==> config.mk <==
export PLATFORM = sky130hd
export DESIGN_NAME = spec_hs_ctrl
export DESIGN_NICKNAME = d
export VERILOG_FILES = /design/src/rtl/spec_hs_pkg.sv /design/src/rtl/spec_cfg_chk.sv /design/src/rtl/spec_fwd_path.sv /design/src/rtl/spec_ext_resp.sv /design/src/rtl/spec_hs_ctrl.sv
export SDC_FILE = /design/constraint.sdc
export NUM_CORES = 1
export LEC_CHECK = 0
export BUFFER_PORTS_ARGS = -buffer_cell sky130_fd_sc_hd__buf_2
export CAP_MARGIN = 20
export CORE_AREA = 2 2 56 58
export DETAILED_ROUTE_END_ITERATION = 6
export DIE_AREA = 0 0 58 60
export MAX_ROUTING_LAYER = met4
export PLACE_DENSITY = 0.75
export SLEW_MARGIN = 5
export SYNTH_ARGS = -nofsm -noshare
export SYNTH_HDL_FRONTEND = slang
export SYNTH_HIERARCHICAL = 1
export SYNTH_SLANG_ARGS = --single-unit
==> constraint.sdc <==
create_clock -name clk_i -period 3 [get_ports clk_i]
set_input_delay 0.15 -clock clk_i [delete_from_list [all_inputs] [get_ports clk_i]]
set_output_delay 0.15 -clock clk_i [all_outputs]
set_load 0.02 [all_outputs]
==> src/rtl/spec_hs_pkg.sv <==
package spec_hs_pkg;
  localparam int unsigned MinShort = 2;

  typedef enum logic [1:0] {
    S_IDLE  = 2'd0,
    S_FIRST = 2'd1,
    S_HOLD  = 2'd2
  } fwd_state_e;
endpackage

==> src/rtl/spec_cfg_chk.sv <==
module spec_cfg_chk #(
  parameter int unsigned CNT_W = 4
) (
  input  logic [CNT_W-1:0] dly_short_i,
  input  logic [CNT_W-1:0] dly_long_i,
  output logic             cfg_ok_o
);
  import spec_hs_pkg::*;

  // error is sampled after the long window, which must end before the short one
  always_comb begin
    cfg_ok_o = (32'(dly_short_i) >= MinShort) && (dly_long_i <= dly_short_i);
  end
endmodule

==> src/rtl/spec_fwd_path.sv <==
module spec_fwd_path #(
  parameter int unsigned CNT_W = 4,
  localparam int unsigned EL_W = CNT_W + 1
) (
  input  logic             clk_i,
  input  logic             rst_ni,
  input  logic             cfg_ok_i,
  input  logic [CNT_W-1:0] dly_short_i,
  input  logic [CNT_W-1:0] dly_long_i,
  input  logic             l_req_i,
  output logic             l_ack_o,
  output logic             le_req_o,
  input  logic             le_ack_i,
  output logic             r_req_o,
  input  logic             r_ack_i,
  output logic             latch_en_o
);
  import spec_hs_pkg::*;

  fwd_state_e      state_q;
  logic [EL_W-1:0] elapsed_q;
  logic [EL_W-1:0] target;
  logic [EL_W-1:0] open_at;
  logic            late_q;
  logic            late_now;
  logic            ack_ok;
  logic            new_tok;
  logic            r_idle;

  always_comb begin
    ack_ok   = (le_ack_i == le_req_o);
    late_now = (state_q == S_FIRST) ? !ack_ok : late_q;
    // one counter serves both the short and the appended long interval
    target   = late_now ? (EL_W'(dly_short_i) + EL_W'(dly_long_i)) : EL_W'(dly_short_i);
    open_at  = late_now ? EL_W'(dly_long_i) : '0;
    new_tok  = (l_req_i != l_ack_o);
    r_idle   = (r_req_o == r_ack_i);
  end

  always_ff @(posedge clk_i or negedge rst_ni) begin
    if (!rst_ni) begin
      state_q    <= S_IDLE;
      elapsed_q  <= '0;
      late_q     <= 1'b0;
      l_ack_o    <= 1'b0;
      le_req_o   <= 1'b0;
      r_req_o    <= 1'b0;
      latch_en_o <= 1'b0;
    end else begin
      case (state_q)
        S_IDLE: begin
          if (new_tok && r_idle && cfg_ok_i) begin
            le_req_o  <= ~le_req_o;
            elapsed_q <= EL_W'(1);
            late_q    <= 1'b0;
            state_q   <= S_FIRST;
          end
        end
        default: begin
          late_q  <= late_now;
          state_q <= S_HOLD;
          if (latch_en_o && (elapsed_q >= target)) begin
            r_req_o    <= ~r_req_o;
            l_ack_o    <= ~l_ack_o;
            latch_en_o <= 1'b0;
            state_q    <= S_IDLE;
          end else begin
            if (ack_ok && (elapsed_q >= open_at)) latch_en_o <= 1'b1;
            if (elapsed_q != '1) elapsed_q <= elapsed_q + EL_W'(1);
          end
        end
      endcase
    end
  end
endmodule

==> src/rtl/spec_ext_resp.sv <==
module spec_ext_resp #(
  parameter int unsigned CNT_W = 4
) (
  input  logic             clk_i,
  input  logic             rst_ni,
  input  logic [CNT_W-1:0] dly_long_i,
  input  logic             re_req_i,
  input  logic             err_t_i,
  input  logic             err_f_i,
  output logic             re_ack_o,
  output logic             busy_o
);
  logic [CNT_W-1:0] cnt_q;
  logic             pend;

  always_comb pend = (re_req_i != re_ack_o);

  always_ff @(posedge clk_i or negedge rst_ni) begin
    if (!rst_ni) begin
      re_ack_o <= 1'b0;
      busy_o   <= 1'b0;
      cnt_q    <= '0;
    end else if (!busy_o) begin
      if (pend && err_t_i) begin
        if (dly_long_i == '0) begin
          re_ack_o <= ~re_ack_o;
        end else begin
          busy_o <= 1'b1;
          cnt_q  <= CNT_W'(1);
        end
      end else if (pend && err_f_i) begin
        re_ack_o <= ~re_ack_o;
      end
    end else if (cnt_q >= dly_long_i) begin
      re_ack_o <= ~re_ack_o;
      busy_o   <= 1'b0;
    end else begin
      cnt_q <= cnt_q + CNT_W'(1);
    end
  end
endmodule

==> src/rtl/spec_hs_ctrl.sv <==
module spec_hs_ctrl #(
  parameter int unsigned CNT_W = 4
) (
  input  logic             clk_i,
  input  logic             rst_ni,
  input  logic [CNT_W-1:0] cfg_short_i,
  input  logic [CNT_W-1:0] cfg_long_i,
  output logic             cfg_bad_o,
  input  logic             l_req_i,
  output logic             l_ack_o,
  output logic             le_req_o,
  input  logic             le_ack_i,
  output logic             r_req_o,
  input  logic             r_ack_i,
  input  logic             re_req_i,
  output logic             re_ack_o,
  input  logic             err_t_i,
  input  logic             err_f_i,
  output logic             latch_en_o
);
  logic cfg_ok;
  logic re_busy;

  spec_cfg_chk #(.CNT_W(CNT_W)) u_cfg (
    .dly_short_i (cfg_short_i),
    .dly_long_i  (cfg_long_i),
    .cfg_ok_o    (cfg_ok)
  );

  assign cfg_bad_o = !cfg_ok;

  spec_fwd_path #(.CNT_W(CNT_W)) u_fwd (
    .clk_i       (clk_i),
    .rst_ni      (rst_ni),
    .cfg_ok_i    (cfg_ok),
    .dly_short_i (cfg_short_i),
    .dly_long_i  (cfg_long_i),
    .l_req_i     (l_req_i),
    .l_ack_o     (l_ack_o),
    .le_req_o    (le_req_o),
    .le_ack_i    (le_ack_i),
    .r_req_o     (r_req_o),
    .r_ack_i     (r_ack_i),
    .latch_en_o  (latch_en_o)
  );

  spec_ext_resp #(.CNT_W(CNT_W)) u_ext (
    .clk_i      (clk_i),
    .rst_ni     (rst_ni),
    .dly_long_i (cfg_long_i),
    .re_req_i   (re_req_i),
    .err_t_i    (err_t_i),
    .err_f_i    (err_f_i),
    .re_ack_o   (re_ack_o),
    .busy_o     (re_busy)
  );
endmodule

==> metrics.yaml, run 1 <==
firstDrtPassIters: 4
cts_repair_resize_count: 0
layout.cells.most_common_list: "sky130_fd_sc_hd__ha_1, sky130_fd_sc_hd__buf_2, sky130_fd_sc_hd__inv_1"
critical_path_s_slowest_cell: "sky130_fd_sc_hd__mux2i_1"
coreArea_sq_um: 2903
flow.area_growth_from_synthesis_pct: 10.61
worstPathCellList: "nor2b_1 -> mux2i_1 -> a21oi_1 -> ha_1 -> a21o_1 -> a211o_1 -> a41o_1 -> o211ai_2 -> o31ai_2"
timing.critical_path.required_ps: 3180
crit_path_start_kind: "flop"
io_buffer_count: 21
total_power_mw: 1.424
post_synthesis_async_set_or_reset_flop_share: 1.000
max_freq_ghz: 0.3584
rsz_0062_raised_after_global_routing: "no"
clock_tree.root_cell: "sky130_fd_sc_hd__clkbuf_4"
grt_remaining_overflow: 0
design.die.area_sq_um: 3480
worst-slew-pin-transition_ps: 561.8
final_min_period_over_clock_period: 0.9302
chipHeight_um: 60
cts_buffers: 3
postSynthCellCount: 160
dp_hpwl_um: 2539
met3_usage: 0.02165
ratio_of_cells_with_drive_above_1_in_the_final_layout: 0.2131
grtUsageMet1: 0.2646
grt_antenna_before_repair: 0
hold_class: "input port to flop"
antenna_cells: 0
grt_first_pass_wirelength_um: 5451
cts_max_level: 1
max-slew-margin-rel: 0.6147
leading_register_cell_type_out_of_synthesis: "sky130_fd_sc_hd__dfrtp_1"
fin_tns_setup_ps: 0
num_rows: 20
clk_transition_reported_paths_ps: 100
postSynthAreaPerCell_sq_um: 9.580
layout.cells.non_filler: 216
drt-total-wl_um: 3197
worst-endpoint-arrival_ps: 2970
placedInstanceArea_sq_um: 1663
setup.worst_path.end_class: "flop"
path_buf_inv: 0
tritoncts: "yes"
synth_enable_flop_cells: 0
setup_viol: 0
postLayoutCoreUtil: 0.5841
critPathMaxFanout: 10
post_drt_wl_per_cell_um: 14.80
post-place-cells: 212
synth_sequential_area_ratio: 0.2939
final.min_clock_period_ps: 2790
synth_seq_cells: 18
drv_slew: 0
vias_per_cell: 6.000
ir_worst_vdd_uv: 448.5
first_global_vias: 1281
ys.warnings.count: 6
timing.final.hold_violations: 0
netlist_area_sq_um: 1533
initial_core_util: 0.5280
leakagePower_nw: 0.8728
gr_busiest_metal: "met2"
clock_sink_count: 18
floorplan_die_width_um: 58
layout.cells.most_common: "sky130_fd_sc_hd__ha_1"
io_count: 22
initialDrtViolationCount: 93
max-clock-path-buffers: 2
remaining_drc_errors: 0
ant_nets: 0
power_per_cell_area_nw_per_um2: 839.8
fin_skew_ps: 5.751
final_design_area_no_fill_sq_um: 1695
insertion_delay_ps: 290
crit_family: "compound AO/OA/AOI/OAI gates"
finalNetCount: 226
synth_nets: 201
gr-usage-met2: 0.3588
grt_total_usage: 0.2108
ys_types: 49
run_status: "finished, final reports clean"
setup.worst_path.class: "flop to flop"
longest_individual_stage_delay_on_the_worst_path_ps: 540
num_vias: 1296
gp_congestion: 0.7916
largest_net_degree_at_the_start_of_global_routing: 19
maxCapViolCount: 0
## logic make-up after synthesis
| group | Yosys count | synth area share |
|---|---|---|
| multiplexers | 2 | 0.01388 |
| flip-flops | 18 | 0.2939 |
| adder cells (fa/ha/maj) | 25 | 0.2090 |
| buffers and inverters | 23 | 0.06203 |
| AND/OR/NAND/NOR | 44 | 0.1665 |
| AO/OA/AOI/OAI | 40 | 0.2090 |
| XOR/XNOR | 8 | 0.04572 |
## path summary, 6_finish.rpt
path                                   from  slack [ps]  depth (start not counted)            endpoint
setup / recovery           u_fwd/state_q[1]         210                          9  u_fwd/elapsed_q[3]
hold / removal                      err_f_i         200                          3      u_ext/re_ack_o
setup reg to reg           u_fwd/state_q[1]         210                          9  u_fwd/elapsed_q[3]
hold reg to reg              u_fwd/le_req_o         520                          1      u_fwd/le_req_o
max in group asynchronous            rst_ni        2380                          2      u_ext/cnt_q[1]
min in group asynchronous            rst_ni         320                          2      u_fwd/le_req_o
## layer usage
layer / up-vias / part of all wire
li1: 628 / -
met1: 642 / 0.47
met2: 22 / 0.50
met3: 4 / 0.030
met4: 0 / 0.0072
met5: - / 0
## Yosys cell counts, drive strengths merged, types with 2 or more instances
master | n | share of area
ha | 24 | 0.20
inv | 21 | 0.051
dfrtp | 18 | 0.29
nand2 | 11 | 0.027
a21oi | 7 | 0.023
nand3 | 7 | 0.023
nor2b | 7 | 0.033
o21ai | 6 | 0.020
xor2 | 6 | 0.034
o211ai | 5 | 0.031
nor2 | 4 | 0.0098
a211o | 3 | 0.019
a21o | 3 | 0.016
a31oi | 3 | 0.012
o2111ai | 3 | 0.025
a41o | 2 | 0.014
and2 | 2 | 0.0098
and3 | 2 | 0.0082
nor3 | 2 | 0.0065
o21a | 2 | 0.0098
o31ai | 2 | 0.016
xnor2 | 2 | 0.011
## state kept, by name, indices dropped and copies added, names as in the netlist
register / flops
u_fwd/state_q: 2
u_fwd/latch_en_o: 1
u_fwd/l_ack_o: 1
u_ext/cnt_q: 4
u_fwd/late_q: 1
u_fwd/r_req_o: 1
u_fwd/le_req_o: 1
u_ext/re_ack_o: 1
u_fwd/elapsed_q: 5
u_ext/busy_o: 1
## cell type report
cell class,instances,area [sq um]
fill,261,1207
multi-input combinational,119,987.2
sequential,18,450.4
timing repair buffer,22,115.1
inverter,21,78.83
tap,33,41.29
clock buffer,3,22.52
## through the flow
stage | setup WS (ps) | hold WS, ps
3_5_place_dp | 175.8 | 115.5
3_3_place_gp | 259.8 | 96.42
4_1_cts | 235.6 | 181.7
2_1_floorplan | 483.7 | -145.6
6_report | 209.5 | 195.9
5_1_grt | 38.61 | 236.6
## tightest hold or removal path, cell delays in order
cell                        delay, ps
sky130_fd_sc_hd__buf_2             90
sky130_fd_sc_hd__o2111ai_1        100
sky130_fd_sc_hd__o211ai_1         100
## where the power goes
| group | switching [mW] | internal (mW) | total, mW | leakage [nW] |
|---|---|---|---|---|
| Sequential | 0.129 | 0.348 | 0.477 | 0.225 |
| Clock | 0.0718 | 0.0466 | 0.118 | 0.0138 |
| Combinational | 0.471 | 0.357 | 0.828 | 0.634 |
## what timing repair did
action	CTS	global route
buffers inserted	0	0
hold endpoints to repair	18	0
hold buffers	1	0
Note: power is estimated with default switching activity, not from simulation.
==> inputs of run 2 (changes only) <==
Settings changed: CORE_AREA 2 2 56 58 to 2 2 70 72, DIE_AREA 0 0 58 60 to 0 0 72 74, PLACE_DENSITY 0.75 to unset, REMOVE_ABC_BUFFERS set to 1.
==> metrics.yaml, run 2 (same netlist as run 1, synthesis figures left out) <==
grt_antenna_before_repair: 0  # unchanged
post_drt_wl_per_cell_um: 12.89  # -13%
gr_busiest_metal: "met2"
dp_hpwl_um: 2483  # -2.2%
clock_tree.root_cell: "sky130_fd_sc_hd__clkbuf_8"
tritoncts: "yes"
critPathMaxFanout: 10  # unchanged
num-fill-cells: 471  # +80%
io_count: 22  # unchanged
grt_remaining_overflow: 0  # unchanged
cts_max_level: 1  # unchanged
placedInstanceArea_sq_um: 1689  # +1.6%
final.min_clock_period_ps: 2722  # -68.68 ps
sw_frac_of_total: 0.4503  # -0.02193
worstPathCellList: "xor2_1 -> mux2_2 -> o21ai_0 -> ha_1 -> a21o_1 -> a211o_1 -> a41o_1 -> o211ai_2 -> o31ai_2"
maxCapViolCount: 0  # unchanged
comb_power_share: 0.549  # -0.033
gp_congestion: 0.7909  # about the same
antenna_cells: 0  # unchanged
setup_viol: 0  # unchanged
ant_nets: 0  # unchanged
largest_net_degree_at_the_start_of_global_routing: 19  # unchanged
ir_worst_vdd_uv: 187.0  # -58%
cts_post_setup_buffers_inserted: 0  # unchanged
leakagePower_nw: 0.8884  # +1.8%
worst-slew-pin-transition_ps: 448.1  # -113.7 ps
final_min_period_over_clock_period: 0.9073  # -0.02289
top_register: "u_fwd/elapsed_q"
max_freq_ghz: 0.3674  # +2.5%
max-slew-margin-rel: 0.6990  # +0.08423
drv_slew: 0  # unchanged
clk_transition_reported_paths_ps: 70  # -30 ps
vias_per_cell: 5.235  # -13%
setup.worst_path.end_class: "flop"
layout_top_registers: "u_fwd/elapsed_q: 5 flops, u_ext/cnt_q: 4 flops, u_fwd/state_q: 2 flops"
coreArea_sq_um: 4598  # +58%
floorplan_die_width_um: 72  # +24%
hold_class: "input port to flop"
crit_path_start_kind: "flop"
design.die.area_sq_um: 5328  # +53%
p_int_mw: 0.8255  # +9.9%
finalNetCount: 226  # unchanged
initial_core_util: 0.3333  # -0.1947
grtUsageMet1: 0.1738  # -0.09082
grt_first_pass_wirelength_um: 5306  # -2.7%
grt_total_usage: 0.1342  # -0.07661
fin_tns_setup_ps: 0  # unchanged
rsz_0062_raised_after_global_routing: "no"
initialDrtViolationCount: 39  # -58%
io_buffer_count: 21  # unchanged
max-clock-path-buffers: 2  # unchanged
total_power_mw: 1.502  # +5.5%
drt-total-wl_um: 3068  # -4.0%
largest_register_ff_count: 5  # unchanged
setup.worst_path.class: "flop to flop"
fin_skew_ps: 3.516  # -2.235 ps
timing.final.hold_violations: 0  # unchanged
first_global_vias: 1186  # -7.4%
cts_buffers: 3  # unchanged
multi_input_comb_area_sq_um: 991.0  # +0.38%
met3_usage: 0.02439  # +0.002745
share_of_power_burned_in_the_clock_network: 0.136  # +0.053
num_vias: 1246  # -3.9%
gr-usage-met2: 0.2037  # -0.1551
postLayoutCoreUtil: 0.3823  # -0.2017
switchingPower_mw: 0.6762  # +0.57%
worst-endpoint-arrival_ps: 2860  # -110 ps
run_status: "finished, final reports clean"
regArea_sq_um: 450.4  # unchanged
clock_sink_count: 18  # unchanged
critical_path_s_slowest_cell: "sky130_fd_sc_hd__dfrtp_1"
firstDrtPassIters: 4  # unchanged
final_design_area_no_fill_sq_um: 1758  # +3.7%
flow.area_growth_from_synthesis_pct: 14.69
timing.critical_path.required_ps: 3140  # -40 ps
remaining_drc_errors: 0  # unchanged
power_per_cell_area_nw_per_um2: 854.2  # +1.7%
chipHeight_um: 74  # +23%
ratio_of_cells_with_drive_above_1_in_the_final_layout: 0.2228  # +0.009711
minimum_hold_slack_ps: 214.6  # +18.62 ps
insertion_delay_ps: 260  # -30 ps
longest_individual_stage_delay_on_the_worst_path_ps: 410  # -130 ps
layout.cells.most_common_list: "sky130_fd_sc_hd__ha_1, sky130_fd_sc_hd__buf_2, sky130_fd_sc_hd__inv_1"
layout.cells.most_common: "sky130_fd_sc_hd__ha_1"
num_rows: 25  # +25%
pwr-share-seq: 0.315  # -0.020
-- run 2: critical path, delay by kind of cell, from the launching register on --
| family | cells | cell delay [ps] |
|---|---|---|
| compound gates | 6 | 1260 |
| xor+xnor | 1 | 310 |
| fa+ha+maj | 1 | 340 |
| flops | 1 | 410 |
| mux | 1 | 280 |
-- run 2: worst paths after layout --
check	slack [ps]	from	end	cells after the start
worst max-delay path	280	u_fwd/le_req_o	u_fwd/elapsed_q[3]	9
worst max register to register	280	u_fwd/le_req_o	u_fwd/elapsed_q[3]	9
min in group asynchronous	360	rst_ni	u_fwd/elapsed_q[1]	2
max in group asynchronous	2340	rst_ni	u_fwd/elapsed_q[0]	2
worst min-delay path	210	err_f_i	u_ext/re_ack_o	3
worst min register to register	510	u_fwd/r_req_o	u_fwd/r_req_o	1
-- run 2: area by class of cell --
type	count	share of cell area
clock buffers	4	0.03132
well taps	54	0.03843
inverters	21	0.04484
repair buffers	22	0.06548
flip-flops and latches	18	0.2562
multi-input cells	119	0.5637
-- run 2: what timing repair did --
item / 4_1_cts / 5_1_grt
resized for setup: 0 / 1
hold buffers: 1 / 0
endpoints found under the hold margin: 18 / 0
setup endpoints to repair: 0 / 3
-- run 2: power groups by stage --
stage	clock network [mW]	registers (mW)	logic, mW
finish	0.204	0.473	0.825
global route	0.225	0.493	0.948
CTS	0.214	0.473	0.830
detailed placement	0	0.478	0.824
global placement	0	0.476	0.803
floorplan	0	0.492	0.591
-- run 2: stage by stage --
stage	instances	setup WS [ps]
after floorplan	158	472.3
after global placement	233	235.3
after detailed placement	233	131.1
after CTS	238	254.9
after global routing	238	77.62
final	238	278.2
-- run 2: routing by layer --
layer / up-vias / part of all wire
met2: 22 / 0.45
met5: - / 0
li1: 632 / -
met1: 587 / 0.50
met3: 5 / 0.031
met4: 0 / 0.022
